<file path="config.mk">
export PLATFORM = sky130hd
export DESIGN_NAME = rtc_timebase
export DESIGN_NICKNAME = d
export VERILOG_FILES = /design/src/rtl/rtc_tb_pkg.sv /design/src/rtl/rtc_sec_div.sv /design/src/rtl/rtc_periodic.sv /design/src/rtl/rtc_timebase.sv
export SDC_FILE = /design/constraint.sdc
export NUM_CORES = 1
export LEC_CHECK = 0
export BUFFER_PORTS_ARGS = -buffer_cell sky130_fd_sc_hd__clkbuf_2
export CAP_MARGIN = 20
export CORE_MARGIN = 5
export CORE_UTILIZATION = 40
export CTS_CLUSTER_DIAMETER = 200
export DETAILED_ROUTE_END_ITERATION = 7
export PLACE_DENSITY = 0.58
export SKIP_LAST_GASP = 1
export SLEW_MARGIN = 10
export SYNTH_ARGS = -nofsm -noshare
export SYNTH_HDL_FRONTEND = slang
export SYNTH_SLANG_ARGS = --single-unit
</file>
<file path="constraint.sdc">
create_clock -name clk_i -period 7.3 [get_ports clk_i]
set_input_delay 1.46 -clock clk_i [delete_from_list [all_inputs] [get_ports clk_i]]
set_output_delay 1.46 -clock clk_i [all_outputs]
set_load 0.005 [all_outputs]
</file>
<file path="src/rtl/rtc_tb_pkg.sv">
package rtc_tb_pkg;
  localparam int unsigned RATE_W = 4;
  localparam int unsigned PER_W  = 15;

  function automatic logic [PER_W-1:0] rate_period(input logic [RATE_W-1:0] code);
    logic [PER_W-1:0] p;
    if (code == '0)                      p = '0;
    else if (code == RATE_W'(1))         p = PER_W'(128);
    else if (code == RATE_W'(2))         p = PER_W'(256);
    else                                 p = PER_W'(1) << (code - RATE_W'(1));
    return p;
  endfunction
endpackage

</file>
<file path="src/rtl/rtc_sec_div.sv">
module rtc_sec_div #(
  parameter int unsigned TICKS_PER_SEC = 32768,
  parameter int unsigned UIP_TICKS     = 8
) (
  input  logic clk_i,
  input  logic rst_ni,
  input  logic tick_i,
  input  logic osc_en_i,
  input  logic div_hold_i,
  input  logic run_i,
  output logic upd_o,
  output logic uip_o
);
  localparam int unsigned CNT_W = $clog2(TICKS_PER_SEC);
  localparam logic [CNT_W-1:0] LAST_C  = CNT_W'(TICKS_PER_SEC - 1);
  localparam logic [CNT_W-1:0] HALF_C  = CNT_W'(TICKS_PER_SEC / 2);
  localparam logic [CNT_W-1:0] UIP_C   = CNT_W'(TICKS_PER_SEC - UIP_TICKS);

  logic [CNT_W-1:0] cnt_q;
  logic             upd_q;
  logic             adv;

  assign adv = tick_i && osc_en_i && !div_hold_i;

  always_ff @(posedge clk_i or negedge rst_ni) begin
    if (!rst_ni) begin
      cnt_q <= '0;
      upd_q <= 1'b0;
    end else begin
      upd_q <= adv && run_i && (cnt_q == LAST_C);
      if (div_hold_i)      cnt_q <= HALF_C;  // release starts mid-second
      else if (adv)        cnt_q <= (cnt_q == LAST_C) ? '0 : cnt_q + 1'b1;
    end
  end

  assign upd_o = upd_q;
  assign uip_o = run_i && !div_hold_i && (cnt_q >= UIP_C);
endmodule

</file>
<file path="src/rtl/rtc_periodic.sv">
module rtc_periodic
  import rtc_tb_pkg::*;
(
  input  logic              clk_i,
  input  logic              rst_ni,
  input  logic              tick_i,
  input  logic [RATE_W-1:0] rate_i,
  input  logic              pie_i,
  input  logic              pf_clr_i,
  output logic              pf_o,
  output logic              pirq_o
);
  logic [PER_W-1:0] period;
  logic [PER_W-1:0] ph_q;
  logic [PER_W-1:0] ph_inc;
  logic [PER_W:0]   ph_next_w;
  logic             active;
  logic             hit;
  logic             pf_q;

  assign period    = rate_period(rate_i);
  assign active    = pie_i && (period != '0);
  assign ph_next_w = {1'b0, ph_q} + 1'b1;
  assign ph_inc    = (ph_q == '1) ? ph_q : ph_next_w[PER_W-1:0];  // saturate
  // elapsed time beyond one period is dropped: fire at once
  assign hit       = tick_i && active && (ph_next_w >= {1'b0, period});

  always_ff @(posedge clk_i or negedge rst_ni) begin
    if (!rst_ni) begin
      ph_q <= '0;
      pf_q <= 1'b0;
    end else begin
      if (tick_i) ph_q <= hit ? '0 : ph_inc;
      if (hit)           pf_q <= 1'b1;
      else if (pf_clr_i) pf_q <= 1'b0;
    end
  end

  assign pf_o   = pf_q;
  assign pirq_o = pf_q && pie_i;
endmodule

</file>
<file path="src/rtl/rtc_timebase.sv">
module rtc_timebase
  import rtc_tb_pkg::*;
#(
  parameter int unsigned TICKS_PER_SEC = 32768,
  parameter int unsigned UIP_TICKS     = 8
) (
  input  logic              clk_i,
  input  logic              rst_ni,
  input  logic              tick_i,
  input  logic [2:0]        div_sel_i,
  input  logic [RATE_W-1:0] rate_sel_i,
  input  logic              set_i,
  input  logic              pie_i,
  input  logic              uie_i,
  input  logic              pf_clr_i,
  output logic              upd_o,
  output logic              uip_o,
  output logic              upd_ie_o,
  output logic              pf_o,
  output logic              pirq_o
);
  localparam logic [2:0] MAX_RUN_C = 3'd2;

  logic osc_en;
  logic div_hold;
  logic run;

  assign div_hold = &div_sel_i[2:1];
  assign osc_en   = (div_sel_i <= MAX_RUN_C);
  assign run      = osc_en && !set_i;
  assign upd_ie_o = uie_i && !set_i;

  rtc_sec_div #(
    .TICKS_PER_SEC(TICKS_PER_SEC),
    .UIP_TICKS    (UIP_TICKS)
  ) u_sec (
    .clk_i     (clk_i),
    .rst_ni    (rst_ni),
    .tick_i    (tick_i),
    .osc_en_i  (osc_en),
    .div_hold_i(div_hold),
    .run_i     (run),
    .upd_o     (upd_o),
    .uip_o     (uip_o)
  );

  rtc_periodic u_per (
    .clk_i   (clk_i),
    .rst_ni  (rst_ni),
    .tick_i  (tick_i),
    .rate_i  (rate_sel_i),
    .pie_i   (pie_i),
    .pf_clr_i(pf_clr_i),
    .pf_o    (pf_o),
    .pirq_o  (pirq_o)
  );
endmodule

</file>
# Word level (Yosys, flattened, before mapping)
# Index checks and enable logic that the tools add are counted.
# classes
div_mod_pow	0
n_lt_le_gt_ge	3
shift	1
n_addsub	3
mux	10
n_eq_ne	5
n_reduce_logical	20
multipliers	0
bitwise	0
# op_table
cell	n
$mux 15	8
$eq 15x15->1 const B	2
$add 15x1->16 const B	1
$ge 16x15->1	1
$add 15x1->15 const B	1
$ge 15x15->1 const B	1
$reduce_bool 15->1	1
$shl 1x4->15 const A	1
$logic_and 1x1->1	12
$eq 4x1->1 const B	1
$eq 4x2->1 const B	1
$logic_not 4->1	1
$reduce_and 2->1	2
$reduce_bool 2->1	2
$sub 4x1->4 const B	1
$le 3x2->1 const B	1
$logic_not 1->1	2
$mux 1	2
$ne 2x1->1 const B	1
# totals
regBits	32
input_bits	14
memories	0
latch_bits	0
mem_bits_rw	0
romBits	0

# Depth between registers and ports, before layout
# Gate-level depths: netlist of the first run.
# depth
ltp_word	11
depth_mapped	14
ltp_nobuf	13

# By module
# A second synthesis of the first run with hierarchy kept.
# unflattened
hier_cells	272
hier_area_um2	2429.8
# modules_own_cells
mod	area_each_um2	cells_each	instances	seq_area_each_um2
rtc_periodic	1531.5	173	1	400.4
rtc_sec_div	868.3	95	1	400.4
rtc_timebase	30.0	4	1	0.0

# Worst setup path before layout of the first run
# Ideal clock, no wire load.
# synth_path
path_type	input -> output
from	input port div_sel_i[0]
to	output port uip_o
arrival_time_ns	1.967
path_buffers	0
cell_stages	3
path_slack_ns	3.873
path_cell_list	a21oi_1 nand2_1 nor4_1
# synth_between
elab_chain_len	4
# synth_lines
element	line_no	text
from (decl)	rtc_timebase.sv:10	input logic [2:0] div_sel_i,
$le 3x2->1	rtc_timebase.sv:29	assign osc_en = (div_sel_i <= MAX_RUN_C);
$logic_and 1x1->1	rtc_timebase.sv:30	assign run = osc_en && !set_i;
$logic_and 1x1->1 (2 in series)	rtc_sec_div.sv:37	assign uip_o = run_i && !div_hold_i && (cnt_q >= UIP_C);
to (decl)	rtc_timebase.sv:17	output logic uip_o,
# Every way passes these cells.

# Worst setup path after layout of the first run
# layout_path
from	input port div_sel_i[1]
to	output port uip_o
# layout_between
elab_chain_len	4
# layout_lines
element	line_no
$le 3x2->1 / $reduce_and 2->1 (equally long branches)	rtc_timebase.sv:29, rtc_timebase.sv:28
$logic_and 1x1->1 / $logic_not 1->1 (equally long branches)	rtc_timebase.sv:30, rtc_sec_div.sv:37
$logic_and 1x1->1 (*) (2 in series)	rtc_sec_div.sv:37
# Every way passes the cells marked *; elsewhere a longest branch is shown, timed or not.

==> flow_summary_export.csv, run 1 <==
group,metric,value,unit
outcome,outcome,"complete, no violations",
timing,finalCriticalPeriod,3.77,ns
drt,wire_per_inst,13.0,um
placement,gpl.final_weighted_congestion,0.757,
die,die_area,7360,sq um
clock_tree,clock_latency,0.28,ns
critical_path,cp-end-kind,"primary output",
power_and_ir_drop,ir_worst_vdd,0.116,mV
min_path,min_path_cells,1,
die,io_pins,19,
critical_path,worst_setup_path_start_kind,"input port",
timing,tightest_slew,1.03,ns
finish,final_cell_mix,"32 x dfrtp_1, 29 x nand2_1, 21 x nand3_1",
die,die_w,85.8,um
finish,n_antenna_cell,0,
min_path,min_from,"u_sec.cnt_q[7]",
synthesis,synthFlopType,"dfrtp_1",
synthesis,synthSimpleGateAreaFrac,26.0,%
timing,finClkSkew,0.00836,ns
placement,hpwl,3420,um
synthesis,synthCells,269,
timing,slew_headroom,31.4,%
finish,final_common_cell,"dfrtp_1",
synthesis,synthArstFlopShare,100,%
global_route,grt_pass1_wl,8340,um
timing,setup_viol,0,
placement,numPortBuffers,18,
drt,avgViaCountPerCell,5.22,
critical_path,critPathRequiredTime,5.84,ns
synthesis,ys_ff_latch,32,
global_route,grt_pass1_vias,1834,
synthesis,synth_mux_area_share,0.436,%
critical_path,worst_path_max_delay_cell,"a21oi_1",
clock_tree,cts_made_buffers,5,
clock_tree,clk_pin_slew,0.06,ns
synthesis,synth_warnings,0,
synthesis,synth-edff-count,0,
drt,num_vias,1865,
finish,drive_gt1_share,12.6,%
global_route,antenna_found_initial,0,
clock_tree,cts_buffer_depth,2,
timing,clock.fmax,265,MHz
critical_path,crit_path_frequent_cell,"clkbuf_2",
synthesis,synth_top_area_share,34.9,%
clock_tree,cts_sinks,32,
timing,hold_viol_final,0,
min_path,min_to,"u_sec.cnt_q[7]",
critical_path,cp_data_arrival_time,2.31,ns
synthesis,synth-xor-area-share,9.15,%
power_and_ir_drop,power_density,227,nW/um^2
min_path,hold_path.class,"reg -> reg",
job,drv_cap,0,
critical_path,path_class,"in -> out",
critical_path,worstPathMaxFanout,4,
synthesis,synth_nets,301,
finish,finalInstanceArea,2530,sq um
drt,drtIter0Drc,143,
die,die_y,85.8,um
critical_path,cpPeakStageDelay,0.26,ns
global_route,track_usage,13.9,%
die,core_area,5540,sq um
synthesis,synthAdderAreaFrac,9.80,%
clock_tree,cts_resized,0,
timing,rsz0062_at_grt,"false",
critical_path,critPathBufInv,2,
drt,first_pass_iters,6,
synthesis,synth_top_family_by_area,"simple AND/OR/NAND/NOR gates",
placement,placed_area,2420,sq um
clock_tree,root_buffer,"clkbuf_8",
drt,wirelength,4630,um
timing,finalWorstSetupSlack,3.53,ns
clock_tree,cts_setup_buffers,0,
die,row_count,27,
drt,postRouteAntennaNets,0,
placement,place_ws,3.53,ns
critical_path,r2r-end,"u_per.ph_q[10]",
finish,fin_nets,316,
clock_tree,cts_tree,"yes",
critical_path,critPathTopFamily,"simple AND/OR/NAND/NOR gates",
timing,finalCritPeriodShare,51.7,%
timing,setup_tns,0,ns
finish,syn_to_final_growth,10.3,%
synthesis,yosys.area.top_type,"dfrtp_1",
synthesis,avgSynthCellArea,8.54,sq um
clock_tree,hold_buffers,0,
synthesis,synthTopCellsByArea,"dfrtp_1 35%, ha_1 9.8%, xor2_1 6.9%",
synthesis,ys_seq_area_share,34.9,%
power_and_ir_drop,p_leak,1.18,nW
clock_tree,htree_num_levels,2,
synthesis,syn_area,2300,sq um
synthesis,synth_compound_area_share,15.7,%
critical_path,r2r_cells,13,
synthesis,synthDistinctLibCells,45,
critical_path,r2r_slack,4.11,ns
critical_path,path_cells,"clkbuf_2 -> a21oi_1 -> nand2_1 -> nor4_1 -> clkbuf_2",
critical_path,r2r_start,"u_per.ph_q[0]",
drt,post-route-drc-count,0,
global_route,grt_overflow,0,
die,start_util,41.5,%
global_route,grt_max_degree,33,
timing,finalMaxSlewViolations,0,
## state kept, by name (all words and copies together) (netlist names)
register / flops
u_per.ph_q: 15
u_sec.cnt_q: 15
u_per.pf_o: 1
u_sec.upd_o: 1
## through the flow
step	cells	power [W]	util, %	hold WS (ns)
6_report	357	0.000574	45.7	0.480
3_3_place_gp	349	0.000407	43.7	0.467
4_1_cts	357	0.000584	45.7	0.487
2_1_floorplan	269	0.000365	-	0.438
5_1_grt	357	0.000627	45.7	0.504
3_5_place_dp	349	0.000409	43.7	0.470
## metal layers
| metal | vias up | global-route usage, % | part of all wire (%) |
|---|---|---|---|
| met1 | 845 | 17.5 | 49 |
| met3 | 10 | 3.27 | 3.2 |
| met5 | - | 0 | 0 |
| met2 | 28 | 23.1 | 46 |
| li1 | 982 | - | - |
| met4 | 0 | 5.18 | 2.1 |
## report_power, final
part,leakage [nW],internal (W),switching (W),total (W)
clock network,0.0541,0.000101,0.0000691,0.000170
registers,0.430,0.000201,0.0000269,0.000228
logic,0.699,0.0000814,0.0000943,0.000176
## cells in the mapped netlist (2+ instances only)
master / n
a21oi_1: 13
dfrtp_1: 32
buf_6: 2
conb_1: 2
xor2_1: 18
nand2b_1: 4
a31oi_1: 4
ha_1: 18
nor2_1: 20
a21o_1: 4
nor4_1: 2
inv_1: 6
nand3_1: 21
nor3_1: 3
o211ai_1: 2
o21ai_1: 8
a211oi_1: 2
and4_1: 2
xnor2_1: 6
a21bo_2: 2
o31ai_1: 2
nand4_1: 9
o21ai_0: 14
and3_1: 11
clkbuf_1: 6
nand2_1: 29
o2111ai_1: 2
nor2b_1: 7
buf_2: 2
## final cells by class
type                            count  area [sq um]
Multi-Input combinational cell    220          1410
Clock buffer                        5          68.8
Timing Repair Buffer               19          97.6
Fill cell                         567          3010
Tap cell                           72          90.1
Sequential cell                    32           801
Inverter                            6          22.5
Clock inverter                      3          42.5
## logic make-up after synthesis
group	count (synthesis)
buffers and inverters	17
adders and majority gates	18
and+or+nand+nor	117
AOI/OAI and AO/OA	58
muxes	1
other	2
xor gates and xnor gates	24
DFF	32
## how the worst max path moves through the flow
stage	depth (start not counted)	from	endpoint	slack [ns]
global route	5	div_sel_i[2]	uip_o	3.45
global placement	5	div_sel_i[1]	uip_o	3.54
finish	5	div_sel_i[1]	uip_o	3.53
floorplan	3	div_sel_i[0]	uip_o	3.87
detailed placement	5	div_sel_i[1]	uip_o	3.53
CTS	5	div_sel_i[1]	uip_o	3.53
No activity file was read; power rests on OpenSTA's default activity.
==> run 2: changes to the inputs <==
- clock period: 7.3 -> 3.7 ns (I/O delays scaled with it)
==> run 2 against run 1 <==
- clock power is 97% higher
- wire length is 4.5% higher
- worst setup slack worse by 3.0 ns
- sequential cell count stayed put
- first-iteration DRC count is 65% lower
- worst hold slack better by 0.011 ns
- clock skew hardly changed
- critical endpoint is now u_per.ph_q[10]
==> flow_summary_export.csv, run 2 (synthesis results as in run 1) <==
group,metric,value,unit
power_and_ir_drop,p_clk_share,29.5,%
clock_tree,hold_buffers,0,
timing,clock.fmax,317,MHz
global_route,grt_overflow,0,
critical_path,worst_path_max_delay_cell,"dfrtp_1",
clock_tree,root_buffer,"clkbuf_8",
finish,fin_nets,317,
clock_tree,cts_made_buffers,5,
clock_tree,clock_latency,0.28,ns
critical_path,crit_path_end,"u_per.ph_q[10]",
die,start_util,41.5,%
critical_path,path_class,"reg -> reg",
die,die_area,7360,sq um
timing,finalCriticalPeriod,3.15,ns
die,die_w,85.8,um
die,row_count,27,
timing,finalWorstSetupSlack,0.546,ns
timing,rsz0062_at_grt,"false",
min_path,hold_path.class,"reg -> reg",
global_route,grt_pass1_wl,8550,um
clock_tree,cts_sinks,32,
finish,syn_to_final_growth,10.6,%
power_and_ir_drop,p_switching,0.000376,W
drt,avgViaCountPerCell,5.33,
critical_path,critPathRequiredTime,3.88,ns
timing,hold_slack,0.491,ns
global_route,track_usage,14.3,%
power_and_ir_drop,pwr-share-seq,39.9,%
finish,drive_gt1_share,12.9,%
global_route,grtUsageMet2,23.3,%
global_route,grt_pass1_vias,1828,
timing,slew_headroom,46.9,%
finish,top_regs,"u_per.ph_q (15), u_sec.cnt_q (15)",
critical_path,r2r-end,"u_per.ph_q[10]",
drt,postRouteAntennaNets,0,
timing,setup_viol,0,
power_and_ir_drop,p_leak,1.19,nW
placement,hpwl,3610,um
drt,first_pass_iters,4,
critical_path,r2r_start,"u_per.ph_q[0]",
critical_path,critPathTopFamily,"compound AO/OA/AOI/OAI gates",
clock_tree,cts_setup_buffers,0,
timing,finalMaxSlewViolations,0,
die,core_area,5540,sq um
critical_path,cpPeakStageDelay,0.42,ns
global_route,grtUsageMet1,18.5,%
drt,post-route-drc-count,0,
power_and_ir_drop,p_int,0.000758,W
critical_path,r2r_slack,0.55,ns
critical_path,cp_data_arrival_time,3.33,ns
die,io_pins,19,
critical_path,critPathLaunch,"u_per.ph_q[0]",
critical_path,critPathBufInv,0,
timing,hold_viol_final,0,
clock_tree,cts_tree,"yes",
power_and_ir_drop,swShare,33.1,%
die,die_y,85.8,um
clock_tree,clk_pin_slew,0.07,ns
drt,drtIter0Drc,50,
clock_tree,htree_num_levels,2,
finish,n_antenna_cell,0,
critical_path,worstPathMaxFanout,16,
clock_tree,cts_buffer_depth,2,
global_route,grt_max_degree,33,
finish,final_common_cell,"dfrtp_1",
job,drv_cap,0,
clock_tree,cts_resized,0,
drt,num_vias,1907,
critical_path,cp-end-kind,"register",
power_and_ir_drop,p_comb_share,30.6,%
global_route,antenna_found_initial,0,
critical_path,path_cells,"ha_1 -> and3_1 -> nand3_1 -> nor2_1 -> and3_1 -> xor2_1 -> ha_1 -> nand3_1 -> a21oi_1 -> a21bo_2 -> a21boi_4 -> a211oi_1 -> a21o_1",
critical_path,worst_setup_path_start_kind,"register",
placement,gpl.final_weighted_congestion,0.781,
placement,numPortBuffers,18,
drt,wirelength,4840,um
timing,finClkSkew,0.00855,ns
critical_path,r2r_cells,13,
power_and_ir_drop,ir_worst_vdd,0.209,mV
power_and_ir_drop,power_density,446,nW/um^2
finish,final_cell_mix,"32 x dfrtp_1, 29 x nand2_1, 21 x nand3_1",
critical_path,cp.depth,13,
timing,finalCritPeriodShare,85.2,%
drt,wire_per_inst,13.5,um
global_route,use_met3,3.07,%
finish,fillers,581,
placement,place_ws,0.519,ns
timing,tightest_slew,0.796,ns
outcome,outcome,"complete, no violations",
global_route,top_usage_layer,"met2",
timing,setup_tns,0,ns
[run 2: changes by cell type in the layout (fill, tap and decap cells not counted), sizes merged]
| cell | previous run | this run |
|---|---|---|
| buf | 1 | 2 |
[run 2: power by group through the flow]
stage	clock [W]	sequential (W)	combinational (W)
finish	0.000335	0.000453	0.000346
global route	0.000364	0.000460	0.000403
CTS	0.000346	0.000452	0.000354
detailed placement	0	0.000459	0.000351
global placement	0	0.000457	0.000349
floorplan	0	0.000444	0.000276
[run 2: area by class of cell]
type	instances	area (sq um)	area share, %
Multi-Input combinational cell	220	1410	55.5
Sequential cell	32	801	31.5
Timing Repair Buffer	20	105	4.14
Tap cell	72	90.1	3.55
Clock buffer	5	68.8	2.71
Clock inverter	3	42.5	1.67
Inverter	6	22.5	0.886
[run 2: metal layers]
| metal | up-vias | wire length [um] |
|---|---|---|
| met1 | 893 | 2350 |
| li1 | 985 | - |
| met4 | 0 | 91 |
| met2 | 19 | 2250 |
| met3 | 10 | 146 |
| met5 | - | 0 |
[run 2: metrics by stage]
stage | power, W | utilization [%] | instances | instance area (sq um)
2_1_floorplan | 0.000720 | - | 269 | 2300
3_3_place_gp | 0.000806 | 43.7 | 349 | 2420
3_5_place_dp | 0.000810 | 43.7 | 349 | 2420
4_1_cts | 0.00115 | 45.7 | 357 | 2530
5_1_grt | 0.00123 | 45.9 | 358 | 2540
6_report | 0.00113 | 45.9 | 358 | 2540
[run 2: worst min path at each step]
stage	endpoint	cells after the start	startpoint
after global placement	u_sec.cnt_q[7]	1	u_sec.cnt_q[7]
after global routing	u_sec.cnt_q[7]	1	u_sec.cnt_q[7]
after detailed placement	u_sec.cnt_q[7]	1	u_sec.cnt_q[7]
after floorplan	u_per.pf_o	0	rst_ni
after CTS	u_sec.cnt_q[7]	1	u_sec.cnt_q[7]
final	u_sec.cnt_q[7]	1	u_sec.cnt_q[7]
==> run 3: changes to the inputs <==
- MAX_ROUTING_LAYER: unset -> met4
==> run 3 against run 2 <==
- wire length down 0.43%
- final area unchanged
- worst hold slack did not move
- first-iteration DRC count rose by 2.0%
- clock skew decreased by 0.0017 ns
- largest cell class unchanged
==> flow_summary_export.csv, run 3 (synthesis results as in run 1) <==
group,metric,value,unit
finish,multi_input_comb_area,1410,sq um
global_route,track_usage,14.7,%
finish,final_cell_count_no_fill,358,
placement,hpwl,3610,um
placement,numPortBuffers,18,
finish,n_antenna_cell,0,
timing,finClkSkew,0.00688,ns
placement,place_ws,0.519,ns
power_and_ir_drop,p_leak,1.19,nW
finish,final_common_cell,"dfrtp_1",
die,row_count,27,
power_and_ir_drop,power_density,446,nW/um^2
finish,seqCellArea,801,sq um
timing,hold_viol_final,0,
outcome,outcome,"complete, no violations",
global_route,antenna_found_initial,0,
drt,avgViaCountPerCell,5.30,
die,die_area,7360,sq um
drt,num_vias,1898,
critical_path,cp-end-kind,"register",
finish,drive_gt1_share,12.9,%
global_route,grt_max_degree,33,
placement,gpl.final_weighted_congestion,0.792,
critical_path,worst_setup_path_start_kind,"register",
clock_tree,cts_setup_buffers,0,
timing,setup_tns,0,ns
drt,wirelength,4820,um
finish,top_regs,"u_per.ph_q (15), u_sec.cnt_q (15)",
drt,drtIter0Drc,51,
clock_tree,clk_pin_slew,0.07,ns
clock_tree,cts_made_buffers,5,
timing,finalCriticalPeriod,3.15,ns
clock_tree,cts_buffer_depth,2,
global_route,grt_pass1_wl,8540,um
drt,wire_per_inst,13.5,um
timing,tightest_slew,0.795,ns
clock_tree,cts_resized,0,
clock_tree,hold_buffers,0,
die,die_y,85.8,um
finish,syn_to_final_growth,10.6,%
global_route,grt_pass1_vias,1827,
clock_tree,htree_num_levels,2,
timing,setup_viol,0,
finish,fin_nets,317,
critical_path,critPathRequiredTime,3.88,ns
clock_tree,cts_sinks,32,
drt,postRouteAntennaNets,0,
power_and_ir_drop,ir_worst_vdd,0.209,mV
timing,finalWorstSetupSlack,0.552,ns
placement,dp_cells,349,
timing,finalMaxSlewViolations,0,
min_path,hold_path.class,"reg -> reg",
timing,slew_headroom,47.0,%
drt,first_pass_iters,4,
timing,rsz0062_at_grt,"false",
critical_path,cp_data_arrival_time,3.33,ns
die,io_pins,19,
critical_path,worstPathMaxFanout,16,
clock_tree,clock_latency,0.28,ns
job,drv_cap,0,
clock_tree,root_buffer,"clkbuf_8",
finish,final_cell_mix,"32 x dfrtp_1, 29 x nand2_1, 21 x nand3_1",
timing,finalCritPeriodShare,85.1,%
power_and_ir_drop,power,0.00113,W
finish,fillers,581,
die,core_area,5540,sq um
clock_tree,cts_tree,"yes",
die,start_util,41.5,%
timing,clock.fmax,318,MHz
critical_path,path_class,"reg -> reg",
die,die_w,85.8,um
drt,post-route-drc-count,0,
global_route,grt_overflow,0,
run 3: stage by stage:
step	cell area, sq um	hold WS, ns	util (%)
after floorplan	2300	0.438	-
after global placement	2420	0.477	43.7
after detailed placement	2420	0.477	43.7
after CTS	2530	0.495	45.7
after global routing	2540	0.528	45.9
final	2540	0.491	45.9
run 3: worst paths after layout:
path / from / endpoint / slack (ns) / cells past startpoint
hold reg to reg: u_sec.cnt_q[7] / u_sec.cnt_q[7] / 0.49 / 1
max in group asynchronous: rst_ni / u_per.ph_q[5] / 2.67 / 1
setup / recovery: u_per.ph_q[0] / u_per.ph_q[10] / 0.55 / 13
min in group asynchronous: rst_ni / u_sec.cnt_q[9] / 0.53 / 1
setup reg to reg: u_per.ph_q[0] / u_per.ph_q[10] / 0.55 / 13
hold / removal: u_sec.cnt_q[7] / u_sec.cnt_q[7] / 0.49 / 1
run 3: area by class of cell:
cell class | instances | share of cell area (%)
clock buffers | 5 | 2.71
clock inverters | 3 | 1.67
inverters | 6 | 0.886
multi-input cells | 220 | 55.5
flip-flops and latches | 32 | 31.5
well taps | 72 | 3.55
repair buffers | 20 | 4.14
run 3: power by group:
| group | switching [W] | internal [W] |
|---|---|---|
| combinational | 0.000185 | 0.000162 |
| sequential | 0.0000554 | 0.000397 |
| clock | 0.000136 | 0.000199 |
| total | 0.000376 | 0.000758 |
run 3: layer usage:
| layer | part of all wire (%) | vias up | global-route usage, % |
|---|---|---|---|
| li1 | - | 983 | - |
| met1 | 49 | 884 | 18.6 |
| met2 | 47 | 21 | 23.3 |
| met3 | 2.6 | 10 | 2.79 |
| met4 | 1.9 | 0 | 5.32 |
| met5 | 0 | - | - |
run 3: worst max-delay path, cell delays in order, from the launching register on:
cell and delay [ns]:
dfrtp_1 0.42, and3_1 0.23, and3_1 0.32, nand2_2 0.11, nor2_1 0.26, nand3_1 0.14
xnor2_1 0.14, ha_1 0.30, nand3_1 0.09, a21oi_1 0.12, a21bo_2 0.26, a21boi_4 0.39
a211oi_1 0.10, a21o_1 0.17
